$ cat src/rtl/mbox_pkg.sv
// Shared types for the mailbox bank.
// Assumes: nothing beyond the standard language.
package mbox_pkg;

    // Which address window a bus access falls into.
    typedef enum logic [1:0] {
        WIN_NONE = 2'd0,
        WIN_SET  = 2'd1,
        WIN_CLR  = 2'd2
    } mbox_win_e;

endpackage

$ cat src/rtl/mbox_decode.sv
// Address decoder: classifies a byte address as set window, clear window or
// neither, and extracts the word index. The two low address bits are dropped.
// Assumes: the two windows do not overlap and each fits in the address space.
module mbox_decode
    import mbox_pkg::*;
#(
    parameter int                NUM_BOX  = 16,
    parameter int                ADDR_W   = 8,
    parameter int                IDX_W    = 4,
    parameter logic [ADDR_W-1:0] SET_BASE = 8'h80,
    parameter logic [ADDR_W-1:0] CLR_BASE = 8'hC0
) (
    input  logic [ADDR_W-1:0] addr,
    output mbox_win_e         win,
    output logic [IDX_W-1:0]  idx
);
    localparam int              WIN_BYTES = NUM_BOX * 4;
    localparam logic [ADDR_W:0] WIN_LIM   = (ADDR_W+1)'(WIN_BYTES);

    logic [ADDR_W:0] set_off;
    logic [ADDR_W:0] clr_off;
    logic            set_hit;
    logic            clr_hit;

    // Offsets into each window; the top bit flags an address below the base.
    always_comb begin
        set_off = {1'b0, addr} - {1'b0, SET_BASE};
        clr_off = {1'b0, addr} - {1'b0, CLR_BASE};
        set_hit = !set_off[ADDR_W] && (set_off < WIN_LIM);
        clr_hit = !clr_off[ADDR_W] && (clr_off < WIN_LIM);
    end

    // Window classification and word index.
    always_comb begin
        if (set_hit) begin
            win = WIN_SET;
            idx = set_off[IDX_W+1:2];
        end else if (clr_hit) begin
            win = WIN_CLR;
            idx = clr_off[IDX_W+1:2];
        end else begin
            win = WIN_NONE;
            idx = clr_off[IDX_W+1:2];
        end
    end
endmodule

$ cat src/rtl/mbox_cell.sv
// One mailbox word with its registered nonzero flag.
// Assumes: set_en and clr_en are never high together (single bus port).
module mbox_cell #(
    parameter int DATA_W = 32
) (
    input  logic              clk,
    input  logic              rst_n,
    input  logic              set_en,
    input  logic              clr_en,
    input  logic [DATA_W-1:0] wdata,
    output logic [DATA_W-1:0] value,
    output logic              pend
);
    // Word storage: OR on set, AND-NOT on clear.
    always_ff @(posedge clk) begin
        if (!rst_n) begin
            value <= '0;
        end else if (clr_en) begin
            value <= value & ~wdata;
        end else if (set_en) begin
            value <= value | wdata;
        end
    end

    // Pending flag, registered from the stored word.
    always_ff @(posedge clk) begin
        if (!rst_n) begin
            pend <= 1'b0;
        end else begin
            pend <= |value;
        end
    end
endmodule

$ cat src/rtl/mbox_readmux.sv
// Registered read path: returns the addressed word for clear-window reads,
// and zero for every other read and in every cycle without a read.
// Assumes: box_flat packs word k at bits [k*DATA_W +: DATA_W].
module mbox_readmux
    import mbox_pkg::*;
#(
    parameter int DATA_W  = 32,
    parameter int NUM_BOX = 16,
    parameter int IDX_W   = 4
) (
    input  logic                      clk,
    input  logic                      rst_n,
    input  logic                      rd_en,
    input  mbox_win_e                 win,
    input  logic [IDX_W-1:0]          idx,
    input  logic [NUM_BOX*DATA_W-1:0] box_flat,
    output logic [DATA_W-1:0]         rdata
);
    logic [DATA_W-1:0] sel_word;

    // Select the addressed word.
    always_comb begin
        sel_word = box_flat[idx*DATA_W +: DATA_W];
    end

    // Capture read data one cycle after the strobe.
    always_ff @(posedge clk) begin
        if (!rst_n) begin
            rdata <= '0;
        end else if (rd_en && (win == WIN_CLR)) begin
            rdata <= sel_word;
        end else begin
            rdata <= '0;
        end
    end
endmodule

$ cat src/rtl/mbox_bank.sv
// Mailbox bank top: NUM_CORES x BOXES_PER_CORE words, word n = core*per + slot.
// Writes to the set window OR data in, writes to the clear window clear bits,
// reads of the clear window return the word. Pending bit n = word n nonzero.
// Assumes: bus_wr and bus_rd are never asserted in the same cycle.
module mbox_bank
    import mbox_pkg::*;
#(
    parameter int                NUM_CORES      = 4,
    parameter int                BOXES_PER_CORE = 4,
    parameter int                DATA_W         = 32,
    parameter int                ADDR_W         = 8,
    parameter logic [ADDR_W-1:0] SET_BASE       = 8'h80,
    parameter logic [ADDR_W-1:0] CLR_BASE       = 8'hC0
) (
    input  logic                                clk,
    input  logic                                rst_n,
    input  logic                                bus_wr,
    input  logic                                bus_rd,
    input  logic [ADDR_W-1:0]                   bus_addr,
    input  logic [DATA_W-1:0]                   bus_wdata,
    output logic [DATA_W-1:0]                   bus_rdata,
    output logic [NUM_CORES*BOXES_PER_CORE-1:0] mbox_pend
);
    localparam int NUM_BOX = NUM_CORES * BOXES_PER_CORE;
    localparam int IDX_W   = (NUM_BOX > 1) ? $clog2(NUM_BOX) : 1;

    mbox_win_e                 acc_win;
    logic [IDX_W-1:0]          acc_idx;
    logic [NUM_BOX*DATA_W-1:0] box_flat;

    mbox_decode #(
        .NUM_BOX (NUM_BOX),
        .ADDR_W  (ADDR_W),
        .IDX_W   (IDX_W),
        .SET_BASE(SET_BASE),
        .CLR_BASE(CLR_BASE)
    ) u_decode (
        .addr(bus_addr),
        .win (acc_win),
        .idx (acc_idx)
    );

    for (genvar g = 0; g < NUM_BOX; g++) begin : g_box
        logic set_en;
        logic clr_en;

        // Per-word write enables from the decoded access.
        always_comb begin
            set_en = bus_wr && (acc_win == WIN_SET) && (acc_idx == IDX_W'(g));
            clr_en = bus_wr && (acc_win == WIN_CLR) && (acc_idx == IDX_W'(g));
        end

        mbox_cell #(
            .DATA_W(DATA_W)
        ) u_cell (
            .clk   (clk),
            .rst_n (rst_n),
            .set_en(set_en),
            .clr_en(clr_en),
            .wdata (bus_wdata),
            .value (box_flat[g*DATA_W +: DATA_W]),
            .pend  (mbox_pend[g])
        );
    end

    mbox_readmux #(
        .DATA_W (DATA_W),
        .NUM_BOX(NUM_BOX),
        .IDX_W  (IDX_W)
    ) u_read (
        .clk     (clk),
        .rst_n   (rst_n),
        .rd_en   (bus_rd),
        .win     (acc_win),
        .idx     (acc_idx),
        .box_flat(box_flat),
        .rdata   (bus_rdata)
    );
endmodule

$ cat config.mk
export PLATFORM = sky130hd
export DESIGN_NAME = mbox_bank
export DESIGN_NICKNAME = d
export VERILOG_FILES = /design/src/rtl/mbox_pkg.sv /design/src/rtl/mbox_decode.sv /design/src/rtl/mbox_cell.sv /design/src/rtl/mbox_readmux.sv /design/src/rtl/mbox_bank.sv
export SDC_FILE = /design/constraint.sdc
export NUM_CORES = 1
export LEC_CHECK = 0
export BUFFER_PORTS_ARGS = -buffer_cell sky130_fd_sc_hd__buf_2
export CORE_UTILIZATION = 50
export DETAILED_ROUTE_END_ITERATION = 6
export GPL_TIMING_DRIVEN = 0
export PLACE_DENSITY_LB_ADDON = 0.25
export SYNTH_ARGS = -nofsm -noshare
export SYNTH_HDL_FRONTEND = slang
export SYNTH_HIERARCHICAL = 1
export SYNTH_SLANG_ARGS = --single-unit
$ cat constraint.sdc
create_clock -name clk -period 2.3 [get_ports clk]
set_clock_uncertainty 0.2 [all_clocks]
set_input_delay 0.115 -clock clk [delete_from_list [all_inputs] [get_ports clk]]
set_output_delay 0.115 -clock clk [all_outputs]
set_load 0.03 [all_outputs]
Word-level counts from Yosys, hierarchy flattened. Index checks and enable logic that the tools add are counted.

Output and inout bits: 48. Bits in registers: 560.

Order comparisons: 2. Reduce and logical (&&, ||, !) cells: 73. Add/subtract/negate cells: 2. Shifts and indexed selects: 1. Multiplexer cells: 35. Eq/ne operators: 17. Bitwise operators: 33.

Operators with widths (count): 2-to-1 mux 32 bit (32); bitwise AND 32 bit (16); bitwise OR 32 bit (16); OR reduction 32 bit (16); variable part select 512 x 10 -> 32 bit (1); logical AND 1 bit (37); equality test 4 bit, second input constant (8); inverter 32 bit (1); nonzero test 2 bit (16); < comparator 9 x 7 -> 1 bit, second input constant (2); subtractor 8 x 8 -> 9 bit, second input constant (2); equality test 4 x 3 -> 1 bit, second input constant (4); equality test 4 x 2 -> 1 bit, second input constant (2); equality test 4 x 1 -> 1 bit, second input constant (1); logical NOT 4 bit (1); 2-to-1 mux 2 bit (2); 2-to-1 mux 4 bit (1); equality test 2 x 1 -> 1 bit, second input constant (1); equality test 2 bit, second input constant (1); logical NOT 1 bit (2); AND reduction 2 bit (1).

Longest topological paths before layout.
Word-level depth: 10. Gate-level depth with buffers: 8. Depth with buffers taken out: 6.

By module. Netlist, hierarchy kept.

Modules (own cells, without submodules): mbox_cell (times used 16, cells an instance 182, seq. area each 660.6 sq um, area an instance 1326.3 sq um); mbox_readmux (times used 1, cells an instance 417, seq. area each 640.6 sq um, area an instance 5207.5 sq um); mbox_bank (times used 1, cells an instance 45, seq. area each 0.0 sq um, area an instance 235.2 sq um); mbox_decode (times used 1, cells an instance 7, seq. area each 0.0 sq um, area an instance 53.8 sq um).

Worst setup path before layout. Ideal clock, no wire load.

Path kind: input-to-reg. Start: input port bus_addr[6]. End: register with a tool-made name. Stages: 8. Arrival time: 1.593 ns. Buffers on the path: 2. Data required time: 1.986 ns. Setup slack: 0.393 ns. Cells stage by stage: and2b_2 -> buf_4 -> or4b_1 -> nor2_1 -> buf_2 -> nand2_1 -> nand2_1 -> nor2_1.

RTL lines: start, declared (RTL line mbox_bank.sv:19) `input logic [ADDR_W-1:0] bus_addr,`.

Final worst setup path.
Start: input port rst_n. End: register u_read.rdata[13].

Word-level cells in the longest chain between the ends: 1.

RTL lines: start, declared (RTL line mbox_bank.sv:16) `input logic rst_n,`; AND reduction 2 bit (no line); end signal, assigned (RTL line mbox_readmux.sv:31) `rdata <= sel_word;`; end, declared (RTL line mbox_readmux.sv:17) `output logic [DATA_W-1:0] rdata`.

No other way between the ends. A chain may end at the register's enable or synchronous reset.

==> impl_metrics.env <==
export IMPL_p_leak_uw=0.0127
export IMPL_yosys_most_used_dff="dfxtp_1"
export IMPL_core_area_mm2=0.0527
export IMPL_grtUsageTotal=0.302
export IMPL_timing_hold_ws_ns=0.0383
export IMPL_cap_violations=0
export IMPL_rsz0062_at_grt="false"
export IMPL_numCtsBuffers=59
export IMPL_hold_start="bus_addr[4]"
export IMPL_grt_first_pass_wirelength_um=127000
export IMPL_firstDrtPassIters=6
export IMPL_io_pins=92
export IMPL_hold_viol_final=0
export IMPL_utilization=0.575
export IMPL_die_area_mm2=0.0544
export IMPL_fmax_mhz=457
export IMPL_synth_distinct_cells=38
export IMPL_num_rows=84
export IMPL_grt_pass1_vias=22300
export IMPL_path_class="primary input to register"
export IMPL_synth_top_area_cell="dfxtp_1"
export IMPL_cts_root_buf="clkbuf_16"
export IMPL_fillers=4911
export IMPL_yosysSeqAreaShare=0.420
export IMPL_clock_sinks=560
export IMPL_critPathArrivalTime_ns=2.51
export IMPL_chipHeight_um=233
export IMPL_clkTransAtPathRegs_ns=0.06
export IMPL_syn_inst=3381
export IMPL_cts_tree="built"
export IMPL_irDropWorstVdd_mv=0.608
export IMPL_routed_wirelength_um=82800
export IMPL_run_status="completed"
export IMPL_crit_family="buffers and inverters"
export IMPL_rr_worst_depth=3
export IMPL_grt_ovfl_total=0
export IMPL_portBuffers=85
export IMPL_async_flop_share=0
export IMPL_start_util=0.507
export IMPL_synthTopCellsByArea="dfxtp_1 42%, nand2_1 15%, a21oi_1 9.6%"
export IMPL_syn_cell_area_mm2=0.0267
export IMPL_dp_hpwl_um=62600
export IMPL_die_w_um=233
export IMPL_grt_max_degree=33
export IMPL_viasPerCell=5.63
export IMPL_yosys_warnings=6
export IMPL_finalNonFillerCells=4295
export IMPL_worst_pin_slew_ns=0.940
export IMPL_cp_start_kind="primary input"
export IMPL_path_cells="dlygate4sd3_1, clkbuf_4, and4b_1, and3b_1, buf_2, clkbuf_1, nand2_1, o211ai_2"
export IMPL_clk_path_buf_depth=3
export IMPL_worst_path_buf_inv=4
export IMPL_finalCritPeriodShare=0.951
export IMPL_setup_viol=0
export IMPL_antenna_found_initial=0
export IMPL_synth_edf_count=0
export IMPL_required_ns=2.63
export IMPL_routedWlPerCell_um=19.3
export IMPL_fin_setup_tns_ns=0
export IMPL_drv_slew=0
export IMPL_cts_setup_buffers=0
export IMPL_ff2ff_setup_slack_ns=0.54
export IMPL_r2r_end="g_box[1].u_cell/pend"
export IMPL_power_per_cell_area_mw_per_mm2=693
export IMPL_holdPathEnd="u_read/rdata[26]"
export IMPL_areaGrowthSynthToFinish_pct=13.4
export IMPL_yosysTopAreaCellShare=0.420
export IMPL_postSynthAreaPerCell_um2=7.90
export IMPL_synth_fp_nets=3425
export IMPL_drive_gt1_frac=0.165
export IMPL_worstHoldPathType="primary input to register"
export IMPL_ant_nets=0
export IMPL_clk_latency_ns=0.63
export IMPL_htree_levels=2
export IMPL_cp_end_kind="register"
export IMPL_crit_slowest_cell="dlygate4sd3_1"
export IMPL_vias=24200
export IMPL_min_path_cells=5
export IMPL_nets=3605
export IMPL_fin_crit_ns=2.19
export IMPL_worstPathMaxFanout=17
export IMPL_slowest_delay_ns=0.52
export IMPL_antenna_cells=0
export IMPL_drtIter0Drc=2085
export IMPL_ys_ff_latch=560
export IMPL_drc=0
export IMPL_maxSlewHeadroom=0.373
export IMPL_routabilityCongestion=0.959
export IMPL_dp_cells=4154
[timing repair]
item | in CTS | in global routing
hold endpoints to repair | 512 | 0
hold buffers | 34 | 0
setup endpoints to repair | 0 | 18
gates resized for setup | 0 | 4
[cell type report]
| cell class | count | area, µm² | area share |
|---|---|---|---|
| well taps | 688 | 861 | 0.0284 |
| flip-flops and latches | 560 | 11200 | 0.370 |
| inverters | 1 | 3.75 | 0.000124 |
| repair buffers | 119 | 768 | 0.0254 |
| multi-input cells | 2600 | 14300 | 0.472 |
| clock buffers | 92 | 1740 | 0.0574 |
| plain buffers | 220 | 1200 | 0.0396 |
| clock inverters | 15 | 211 | 0.00698 |
[logic make-up (layout without fill, tap and decap cells)]
kind of cell | count (synthesis) | after routing | synth area share
AO/OA/AOI/OAI | 624 | 624 | 0.139
buffers and inverters | 221 | 447 | 0.0449
AND/OR/NAND/NOR | 1815 | 1815 | 0.290
flip-flops | 560 | 560 | 0.420
multiplexers | 161 | 161 | 0.106
[how the worst max path moves through the flow]
stage	startpoint	end	depth (start not counted)
finish	rst_n	u_read/rdata[13]	8
global route	rst_n	u_read/rdata[26]	8
CTS	rst_n	u_read/rdata[10]	8
detailed placement	bus_addr[6]	u_read/rdata[10]	9
global placement	bus_addr[6]	u_read/rdata[10]	9
floorplan	bus_addr[6]	register	8
[layout by cell type (no fill, tap or decap), drive strengths merged, types with 5 or more instances in the layout]
master	synthesis	routed
bufinv	0	5
clkbuf	15	109
nor2	545	545
o21a	16	16
nand4	33	33
mux2i	65	65
clkinv	0	7
mux4	95	95
nor4	128	128
buf	205	288
nand3	37	37
dlygate4sd3	0	34
o211ai	32	32
dfxtp	560	560
nand2	1054	1054
a21oi	512	512
a22oi	62	62
[worst register-to-register path, stage by stage, from the launching register on]
cell and delay, ns:
dfxtp_1 0.33, nor4_1 0.50, nand4_1 0.33, o21a_1 0.29
[report_power, final]
| part | internal, µW | switching, µW | total [µW] |
|---|---|---|---|
| combinational | 444 | 1050 | 1500 |
| clock | 5720 | 4010 | 9730 |
| sequential | 9750 | 32.6 | 9780 |
| total | 15900 | 5090 | 21000 |
[per-layer routing]
metal	part of all wire	wire length [µm]	global-route usage
met1	0.43	35800	0.401
met2	0.46	38300	0.496
met3	0.070	5810	0.0431
met4	0.035	2920	0.113
met5	0	0	0
[metrics by stage]
step           total power [µW]  area (µm²)  setup slack [ns]
3_3_place_gp              11400       28000            -0.189
6_report                  21000       30300             0.112
2_1_floorplan             10800       26700             0.393
3_5_place_dp              11400       28000            -0.205
5_1_grt                   21700       30300            0.0135
4_1_cts                   21100       30300            0.0258
[synth_stat cells (4+ instances only)]
cell type,count
nor4_1,64
nand2_1,1054
mux2i_1,65
clkbuf_1,14
nor4_2,64
mux4_1,9
nor2_1,545
a21oi_1,512
dfxtp_1,560
nand4bb_1,4
a22oi_2,31
buf_2,181
nand4_1,33
o21a_1,16
mux4_2,86
buf_6,11
nand3_1,37
buf_4,10
a22oi_1,31
o211ai_2,31
No activity file was read; power rests on OpenSTA's default activity.
